--- config.mk ---
export PLATFORM = sky130hd
export DESIGN_NAME = booth_mul
export DESIGN_NICKNAME = d
export VERILOG_FILES = /design/src/rtl/booth_mul_pkg.sv /design/src/rtl/booth_recoder.sv /design/src/rtl/booth_ppgen.sv /design/src/rtl/booth_term.sv /design/src/rtl/booth_mul.sv
export SDC_FILE = /design/constraint.sdc
export NUM_CORES = 1
export LEC_CHECK = 0
export BUFFER_PORTS_ARGS = -buffer_cell sky130_fd_sc_hd__buf_2
export CORE_MARGIN = 2
export CORE_UTILIZATION = 45
export DETAILED_ROUTE_END_ITERATION = 10
export MAX_ROUTING_LAYER = met4
export PLACE_DENSITY = 0.66
export SLEW_MARGIN = 25
export SYNTH_ARGS = -nofsm -noshare
export SYNTH_HDL_FRONTEND = slang
export SYNTH_SLANG_ARGS = --single-unit
export TNS_END_PERCENT = 5
--- constraint.sdc ---
create_clock -name clk -period 15.88 [get_ports clk]
set_clock_uncertainty 0.15 [all_clocks]
set_input_delay 0.794 -clock clk [delete_from_list [all_inputs] [get_ports clk]]
set_output_delay 0.794 -clock clk [all_outputs]
set_load 0.1 [all_outputs]
--- src/rtl/booth_mul_pkg.sv ---
package booth_mul_pkg;

    // One radix-4 recoded digit: magnitude select plus sign.
    typedef struct packed {
        logic neg;   // subtract the selected multiple
        logic one;   // magnitude 1
        logic two;   // magnitude 2
    } digit_t;

endpackage

--- src/rtl/booth_recoder.sv ---
module booth_recoder
    import booth_mul_pkg::*;
(
    input  logic [2:0] trip,   // {bit 2k+1, bit 2k, bit 2k-1}
    output digit_t     dig
);

    always_comb begin
        dig = '0;
        unique case (trip)
            3'b001, 3'b010: dig.one = 1'b1;
            3'b011:         dig.two = 1'b1;
            3'b100: begin
                dig.two = 1'b1;
                dig.neg = 1'b1;
            end
            3'b101, 3'b110: begin
                dig.one = 1'b1;
                dig.neg = 1'b1;
            end
            default:        dig = '0;
        endcase
    end

endmodule

--- src/rtl/booth_ppgen.sv ---
module booth_ppgen
    import booth_mul_pkg::*;
#(
    parameter int WIDTH = 32
) (
    input  logic [WIDTH-1:0] mc,
    input  digit_t           dig,
    output logic [WIDTH-1:0] pp
);

    logic [WIDTH-1:0] mag;

    always_comb begin
        if (dig.two)      mag = mc << 1;
        else if (dig.one) mag = mc;
        else              mag = '0;
        pp = dig.neg ? (~mag + 1'b1) : mag;
    end

endmodule

--- src/rtl/booth_term.sv ---
module booth_term #(
    parameter int WIDTH = 32,
    parameter int PAIRS = WIDTH / 2,
    parameter int CNT_W = 5
) (
    input  logic [WIDTH-1:0] mpl,
    input  logic             prev,
    input  logic [CNT_W-1:0] cnt,
    output logic             fin
);

    // All remaining digits are zero once the unscanned bits and the
    // last scanned bit are all zero; otherwise stop after every pair.
    always_comb begin
        fin = (cnt == CNT_W'(PAIRS)) || ((mpl == '0) && !prev);
    end

endmodule

--- src/rtl/booth_mul.sv ---
module booth_mul
    import booth_mul_pkg::*;
#(
    parameter int WIDTH = 32
) (
    input  logic             clk,
    input  logic             rst_n,
    input  logic             start,
    input  logic             acc_en,
    input  logic             set_flags,
    input  logic [WIDTH-1:0] mcand,
    input  logic [WIDTH-1:0] mplier,
    input  logic [WIDTH-1:0] addend,
    output logic             busy,
    output logic             done,
    output logic [WIDTH-1:0] result,
    output logic             flag_n,
    output logic             flag_z
);

    localparam int PAIRS = WIDTH / 2;
    localparam int CNT_W = $clog2(PAIRS + 1);

    typedef struct packed {
        logic             busy;
        logic             done;
        logic             sf;
        logic             prev;
        logic [CNT_W-1:0] cnt;
        logic [WIDTH-1:0] acc;
        logic [WIDTH-1:0] mc;
        logic [WIDTH-1:0] mpl;
        logic [WIDTH-1:0] res;
        logic             fn;
        logic             fz;
    } state_t;

    state_t           s_d, s_q;
    digit_t           dig;
    logic [WIDTH-1:0] pp;
    logic             fin;

    booth_recoder u_rec (
        .trip ({s_q.mpl[1:0], s_q.prev}),
        .dig  (dig)
    );

    booth_ppgen #(.WIDTH(WIDTH)) u_pp (
        .mc  (s_q.mc),
        .dig (dig),
        .pp  (pp)
    );

    booth_term #(.WIDTH(WIDTH), .PAIRS(PAIRS), .CNT_W(CNT_W)) u_term (
        .mpl  (s_q.mpl),
        .prev (s_q.prev),
        .cnt  (s_q.cnt),
        .fin  (fin)
    );

    always_comb begin
        s_d      = s_q;
        s_d.done = 1'b0;
        if (!s_q.busy) begin
            if (start) begin
                s_d.busy = 1'b1;
                s_d.sf   = set_flags;
                s_d.acc  = acc_en ? addend : '0;
                s_d.mc   = mcand;
                s_d.mpl  = mplier;
                s_d.prev = 1'b0;
                s_d.cnt  = '0;
            end
        end else if (fin) begin
            s_d.busy = 1'b0;
            s_d.done = 1'b1;
            s_d.res  = s_q.acc;
            if (s_q.sf) begin
                s_d.fn = s_q.acc[WIDTH-1];
                s_d.fz = (s_q.acc == '0);
            end
        end else begin
            s_d.acc  = s_q.acc + pp;
            s_d.mc   = s_q.mc << 2;
            s_d.mpl  = s_q.mpl >> 2;
            s_d.prev = s_q.mpl[1];
            s_d.cnt  = s_q.cnt + 1'b1;
        end
    end

    always_ff @(posedge clk) begin
        if (!rst_n) s_q <= '0;
        else        s_q <= s_d;
    end

    assign busy   = s_q.busy;
    assign done   = s_q.done;
    assign result = s_q.res;
    assign flag_n = s_q.fn;
    assign flag_z = s_q.fz;

endmodule

==> results of run 1 <==
[stage by stage]
stage / util, % / cell area, um^2 / std cells / hold WS (ns)
2_1_floorplan: - / 9389 / 1158 / 0.2866
3_3_place_gp: 48.59 / 9896 / 1455 / 0.3058
3_5_place_dp: 48.59 / 9896 / 1455 / 0.3052
4_1_cts: 51.38 / 10460 / 1487 / 0.3146
5_1_grt: 51.41 / 10470 / 1487 / 0.3341
6_report: 51.41 / 10470 / 1487 / 0.3154
[logic make-up after synthesis]
group | share of synthesized area (%)
XOR/XNOR | 5.397
AND/OR/NAND/NOR | 17.96
multiplexers | 10.35
adder cells (fa/ha/maj) | 5.677
flip-flops | 29.64
AO/OA/AOI/OAI | 23.93
buffers and inverters | 7.036
[state kept, by name, indices dropped and copies added (netlist names)]
register	cells
busy	1
flag_n	1
flag_z	1
result	32
s_q	103
done	1
[how the worst min path moves through the flow]
stage	depth (start not counted)	slack (ns)	to	startpoint
4_1_cts	2	0.31	s_q[136]$_SDFFE_PN0P_	s_q[136]$_SDFFE_PN0P_
3_3_place_gp	2	0.31	s_q[136]$_SDFFE_PN0P_	s_q[136]$_SDFFE_PN0P_
6_report	2	0.32	s_q[136]$_SDFFE_PN0P_	s_q[136]$_SDFFE_PN0P_
5_1_grt	2	0.33	s_q[136]$_SDFFE_PN0P_	s_q[136]$_SDFFE_PN0P_
3_5_place_dp	2	0.31	s_q[136]$_SDFFE_PN0P_	s_q[136]$_SDFFE_PN0P_
2_1_floorplan	2	0.29	s_q[136]$_SDFFE_PN0P_	s_q[136]$_SDFFE_PN0P_
[synthesized netlist by cell type, types with 21 or more instances]
master | instances | area, um^2
xnor2_1 | 33 | 289.0
nor3_1 | 25 | 125.1
buf_4 | 34 | 255.2
o21ai_0 | 44 | 220.2
dfxtp_1 | 139 | 2783
a211oi_1 | 74 | 555.5
a221oi_1 | 26 | 227.7
xor2_1 | 23 | 201.4
nand2_1 | 72 | 270.3
ha_1 | 41 | 513.0
a21oi_1 | 72 | 360.4
mux2i_1 | 96 | 960.9
nor2_1 | 148 | 555.5
clkbuf_1 | 67 | 251.5
nand3_1 | 21 | 105.1
[critical path, delay by kind of cell (launching register included)]
| family | cells | cell delay [ns] |
|---|---|---|
| AOI/OAI and AO/OA | 8 | 2.28 |
| adders and majority gates | 2 | 0.55 |
| DFF | 1 | 0.90 |
| and+or+nand+nor | 6 | 2.11 |
| xor gates and xnor gates | 2 | 0.44 |
[metal layers]
metal | global-route usage, % | routed length (um)
met2 | 36.69 | 11590
met1 | 36.28 | 13440
met3 | 3.742 | 1385
met4 | 5.476 | 280
met5 | - | 0
[report_power, final]
part,leakage (nW),switching (mW),internal [mW]
Sequential,1.14,0.0541,0.378
Clock,0.276,0.176,0.211
Combinational,3.14,0.246,0.170
Total,4.56,0.476,0.759
[layout make-up]
| cell class | count | area share [%] |
|---|---|---|
| inverter | 17 | 0.6215 |
| clock inverter | 14 | 1.231 |
| clock buffer | 18 | 4.195 |
| sequential | 139 | 26.63 |
| multi-input combinational | 885 | 56.99 |
| timing repair buffer | 144 | 7.111 |
| tap | 270 | 3.227 |
==> impl_results.md, run 1 <==
* Status: finished, final reports clean
* Port bufs at about 140
* CP endpoint kind: register
* Count of TritonRoute iterations in the first routing pass at 9
* Sum of negative setup slack at 0 ns
* Sum of routed wire length over all layers at 26690 um
* Worst path arrival time at 6.72 ns
* DIE WIDTH at ~150 um
* Type of the worst setup path: reg2reg
* Overall die height at 148.4 um
* Actual transition at the worst max-transition pin at 1.072 ns
* Worst-path fanout max at 27
* Drt initial violations at 789
* Remaining global-route overflow at 0
* Final setup violation count at 0
* Post-Syn Nets at 1301
* Hold/Removal Path Class: reg2reg
* Worst supply voltage drop on vdd at 0.07499 mV
* Detailed-route via count at 8732
* Depth of the worst register-to-register path at 18
* Data required time at the worst endpoint at 16.04 ns
* Insertion delay of the later-clocked pin in the worst-skew pair at 0.43 ns
* Half-perimeter wire length of the detailed placement result at 19640 um
* Number of remaining DRC errors at 0
* Synthesis Warnings at 0
* Total of flip-flops plus latches after synthesis at 139
* Fraction of registers with async set/reset at 0%
* Power per cell area at ~120 nW/um^2
* Synthesized area at 9389 um^2
* Sink count of the clock tree at 139
* Area growth syn-to-layout at 11.50%
* Main flop type after synthesis: dfxtp_1
* Total power draw at 1.235 mW
* Fin crit share at approximately two fifths
* Max Clock Freq at 152.4 MHz
* Leakage power total at 4.559 nW
* Layout cell share with drive strength beyond 1 at 15.94%
* Number of max-slew violations in the final report at 0
* Sequential Area at roughly 2800 um^2
* Vias per cell at 5.872
* Final count of hold timing violations at 0
* Die ar. at 22040 um^2
* Crit path launch type: register
* Hold bufs inserted after CTS at 0
* Number of clock buffers inserted by TritonCTS at 17
* Floorplan row count at 52
* Library cell contributing the largest single delay on the critical path: dfxtp_1
* Avg Inst Size Synth at 8.108 um^2
* Deepest level of the CTS H-tree at 4
* Distinct cell type count of the synthesized netlist at 71
* Area occupied by multi-input gates at 5966 um^2
* Final WS setup at slightly above 9 ns
* Routability congestion estimate at between 0.9 and 1
* Critical path origin: s_q[34]$_SDFFE_PN0P_
* Antenna Diode Count at 0
* Cells along the critical path: or3b_1, nand2_1, a22oi_1, ha_1, o21ai_0, or3_4, or3_4, o21ai_4, o21ai_1, xnor2_1, ha_1, a21oi_1, and3b_1, nand3_1, a221oi_1, o211ai_1, xnor2_1, a2111oi_1
* Most common cell after layout, fill and taps aside: nor2_1
* Post-detailed-route wirelength per cell at 17.95 um
* Gr usage total at 24.97%
* Endpoint of the worst register-to-register path: s_q[129]$_SDFFE_PN0P_
* Leading cell types in the layout, fill and taps excluded: 147 x nor2_1, 137 x dfxtp_1, 136 x buf_2
* Max_slew headroom at 28.05%
* EDFF count, synth at 0
* Core Area at 20360 um^2
* Clock input transition at the sequential cells of the worst setup and hold paths at 0.07 ns
* TritonCTS clock tree: done
* Unrepaired setup endpoints after global routing: false
* Setup slack of the most critical reg-to-reg path at 9.32 ns
* Initial antenna violation count at 0
* Final-layout fill cell count at ~2000
* Nets at 1347
* Endpoint of the worst setup timing path: s_q[129]$_SDFFE_PN0P_
* First-pass GRT wire length at 42830 um
* Origin of the critical flop-to-flop path: s_q[34]$_SDFFE_PN0P_
* Register area share after synthesis at between 20 and 30%
* Number of routed nets with antenna violations at 0
* Ports at 137
* Root buf cell: clkbuf_16
* Instance count of the mapped netlist at 1158
* Buffer depth of the longest clock path at 2
* Number of max-cap violations at 0
* CP max stage delay at 0.90 ns
* Initial standard-cell utilization of the core at 46.10%
* Total of cells resized after clock tree synthesis at 0
* Dpl ws at 9.427 ns
* Maximum number of pins on one net before global-route repair at 122
* Post-CTS setup buffer count at 0
* Via count of the first global-routing pass at 7998
* Min cycle time layout at 6.561 ns
(Power assumes the default switching activity.)
==> run 2: changes to the inputs <==
- PLACE_DENSITY: 0.66 -> 0.69
- clock period: 15.88 -> 5.5 ns (I/O delays scaled with it)
==> impl_results.md, run 2 (same netlist as run 1, synthesis figures left out) <==
* Status: finished, final reports clean
* Cells along the critical path: or3b_1, nand2_1, a22oi_1, ha_1, o21ai_0, or3_4, or3_4, nand2_1, xor2_1, ha_1, and3_1, and2_0, a22oi_1, nand3_1, a221oi_1, buf_4, o211ai_1, xnor2_1, a2111oi_0
* Area growth syn-to-layout at 14.55%
* Number of routed nets with antenna violations at 0
* Layout cell share with drive strength beyond 1 at 16.52%
* CP endpoint kind: register
* Hold/Removal Path Class: in2reg
* Die ar. at 22040 um^2
* Initial antenna violation count at 3
* Sum of negative setup slack at 0 ns
* Root buf cell: clkbuf_16
* Ports at 137
* Final setup violation count at 0
* Port bufs at 136
* Final count of hold timing violations at 0
* Most common cell after layout, fill and taps aside: nor2_1
* Drt initial violations at 704
* Largest register FFs at ~100
* Largest Register: s_q
* Detailed-route via count at 8900
* Insertion delay of the later-clocked pin in the worst-skew pair at 0.43 ns
* Total net switching power at 1.391 mW
* Nets at around 1400
* Number of remaining DRC errors at 0
* Max_slew headroom at 37.49%
* Number of max-slew violations in the final report at 0
* Gr usage total at 24.88%
* Power per cell area at 342.9 nW/um^2
* Leading cell types in the layout, fill and taps excluded: 148 x nor2_1, 136 x dfxtp_1, 136 x buf_2
* TritonCTS clock tree: done
* Sink count of the clock tree at roughly 140
* Number of clock buffers inserted by TritonCTS at 17
* Fin crit share at 91.00%
* GR Layer Usage met1 at a little over a third
* Crit path buf inv count at 1
* Count of TritonRoute iterations in the first routing pass at 6
* Internal Power at between 2 and 2.5 mW
* GRT busiest layer: met2
* Final-layout fill cell count at 1954
* Clock input transition at the sequential cells of the worst setup and hold paths at 0.07 ns
* Worst supply voltage drop on vdd at 0.2066 mV
* Via count of the first global-routing pass at 7950
* Crit path launch type: register
* Data required time at the worst endpoint at 5.66 ns
* Actual transition at the worst max-transition pin at 0.9358 ns
* Net switching share of the total power at 37.70%
* Deepest level of the CTS H-tree at 4
* Leakage power total at 4.712 nW
* Gate family responsible for the most delay along the worst path: simple AND/OR/NAND/NOR gates
* First-pass GRT wire length at 42640 um
* Half-perimeter wire length of the detailed placement result at just under 20000 um
* DIE WIDTH at 148.4 um
* Worst-path fanout max at 12
* Post-CTS setup buffer count at 0
* Buffer depth of the longest clock path at 2
* Max Clock Freq at around 200 MHz
* Post-detailed-route wirelength per cell at 17.86 um
* Library cell contributing the largest single delay on the critical path: dfxtp_2
* Initial standard-cell utilization of the core at 46.10%
* Gate power share at 33.6%
* CP max stage delay at 0.49 ns
* Hold slack at approximately 0.0090 ns
* GR Util met2 at between 30% and 40%
* Worst path arrival time at 5.17 ns
* Overall die height at roughly 150 um
* Clk network pwr share at 33.2%
* Vias per cell at 5.878
* Routing usage on met3 at around 4.0%
* Sum of routed wire length over all layers at between 20000 and 30000 um
* Share of power burned in registers at 33.2%
* Core Area at just over 20000 um^2
* Type of the worst setup path: reg2reg
* Number of max-cap violations at 0
* Routability congestion estimate at 0.9524
* Total power draw at 3.689 mW
* Floorplan row count at 52
* Min cycle time layout at 5.005 ns
* Unrepaired setup endpoints after global routing: false
* Maximum number of pins on one net before global-route repair at 123
* Remaining global-route overflow at 0
-- run 2: changes by cell type in the layout (fill, tap and decap cells not counted), moves of 2 or more --
cell / delta
buf_4: +11
bufinv_16: +2
clkinv_2: -2
diode_2: +3
dlygate4sd3_1: +13
inv_6: -3
inv_8: +4
-- run 2: area by class of cell --
| cell class | count | area (um^2) | share of cell area, % |
|---|---|---|---|
| Clock inverter | 15 | 195.2 | 1.815 |
| Tap cell | 270 | 337.8 | 3.141 |
| Clock buffer | 17 | 425.4 | 3.955 |
| Antenna cell | 3 | 7.507 | 0.06980 |
| Timing Repair Buffer | 168 | 965.9 | 8.981 |
| Multi-Input combinational cell | 885 | 5968 | 55.49 |
| Sequential cell | 139 | 2789 | 25.93 |
| Inverter | 17 | 66.31 | 0.6166 |
-- run 2: path summary, 6_finish.rpt --
path / from / endpoint / slack [ns] / cells after the start
max: s_q[135]$_SDFFE_PN0P_ / s_q[125]$_SDFFE_PN0P_ / 0.49 / 19
min: addend[4] / s_q[102]$_SDFFE_PN0P_ / 0.009 / 3
max reg2reg: s_q[135]$_SDFFE_PN0P_ / s_q[125]$_SDFFE_PN0P_ / 0.49 / 19
min reg2reg: s_q[136]$_SDFFE_PN0P_ / s_q[136]$_SDFFE_PN0P_ / 0.33 / 2
-- run 2: worst register-to-register path: stages (launching register included) --
cell and delay, ns:
dfxtp_2 0.49, or3b_1 0.18, nand2_1 0.07, a22oi_1 0.21, ha_1 0.26, o21ai_0 0.14, or3_4 0.45, or3_4 0.43
nand2_1 0.09, xor2_1 0.23, ha_1 0.31, and3_1 0.21, and2_0 0.13, a22oi_1 0.27, nand3_1 0.17, a221oi_1 0.30
buf_4 0.18, o211ai_1 0.12, xnor2_1 0.15, a2111oi_0 0.35
-- run 2: per-stage QoR --
stage	area, um^2	utilization [%]	instances	setup WS (ns)
4_1_cts	10740	52.74	1511	0.3768
5_1_grt	10760	52.81	1514	0.1011
6_report	10760	52.81	1514	0.4949
2_1_floorplan	9389	-	1158	0.2584
3_5_place_dp	9990	49.05	1466	0.4039
3_3_place_gp	9990	49.05	1466	0.5872
-- run 2: routing by layer --
layer | up-vias | routed length [um]
met2 | 315 | 11750
met1 | 4161 | 13180
met3 | 22 | 1737
met5 | - | 0
li1 | 4402 | -
met4 | 0 | 378
-- run 2: timing repair --
| action | 4_1_cts | 5_1_grt |
|---|---|---|
| hold buffers | 13 | 0 |
| hold endpoints to repair | 13 | 0 |
| setup endpoints to repair | 0 | 3 |
| gates resized for setup | 0 | 2 |
-- run 2: power by group through the flow --
stage / Combinational, mW / Sequential, mW / Clock, mW
floorplan: 0.949 / 1.18 / 0
detailed placement: 1.21 / 1.24 / 0
finish: 1.24 / 1.23 / 1.22
CTS: 1.22 / 1.22 / 1.23
global route: 1.37 / 1.24 / 1.28
global placement: 1.20 / 1.24 / 0
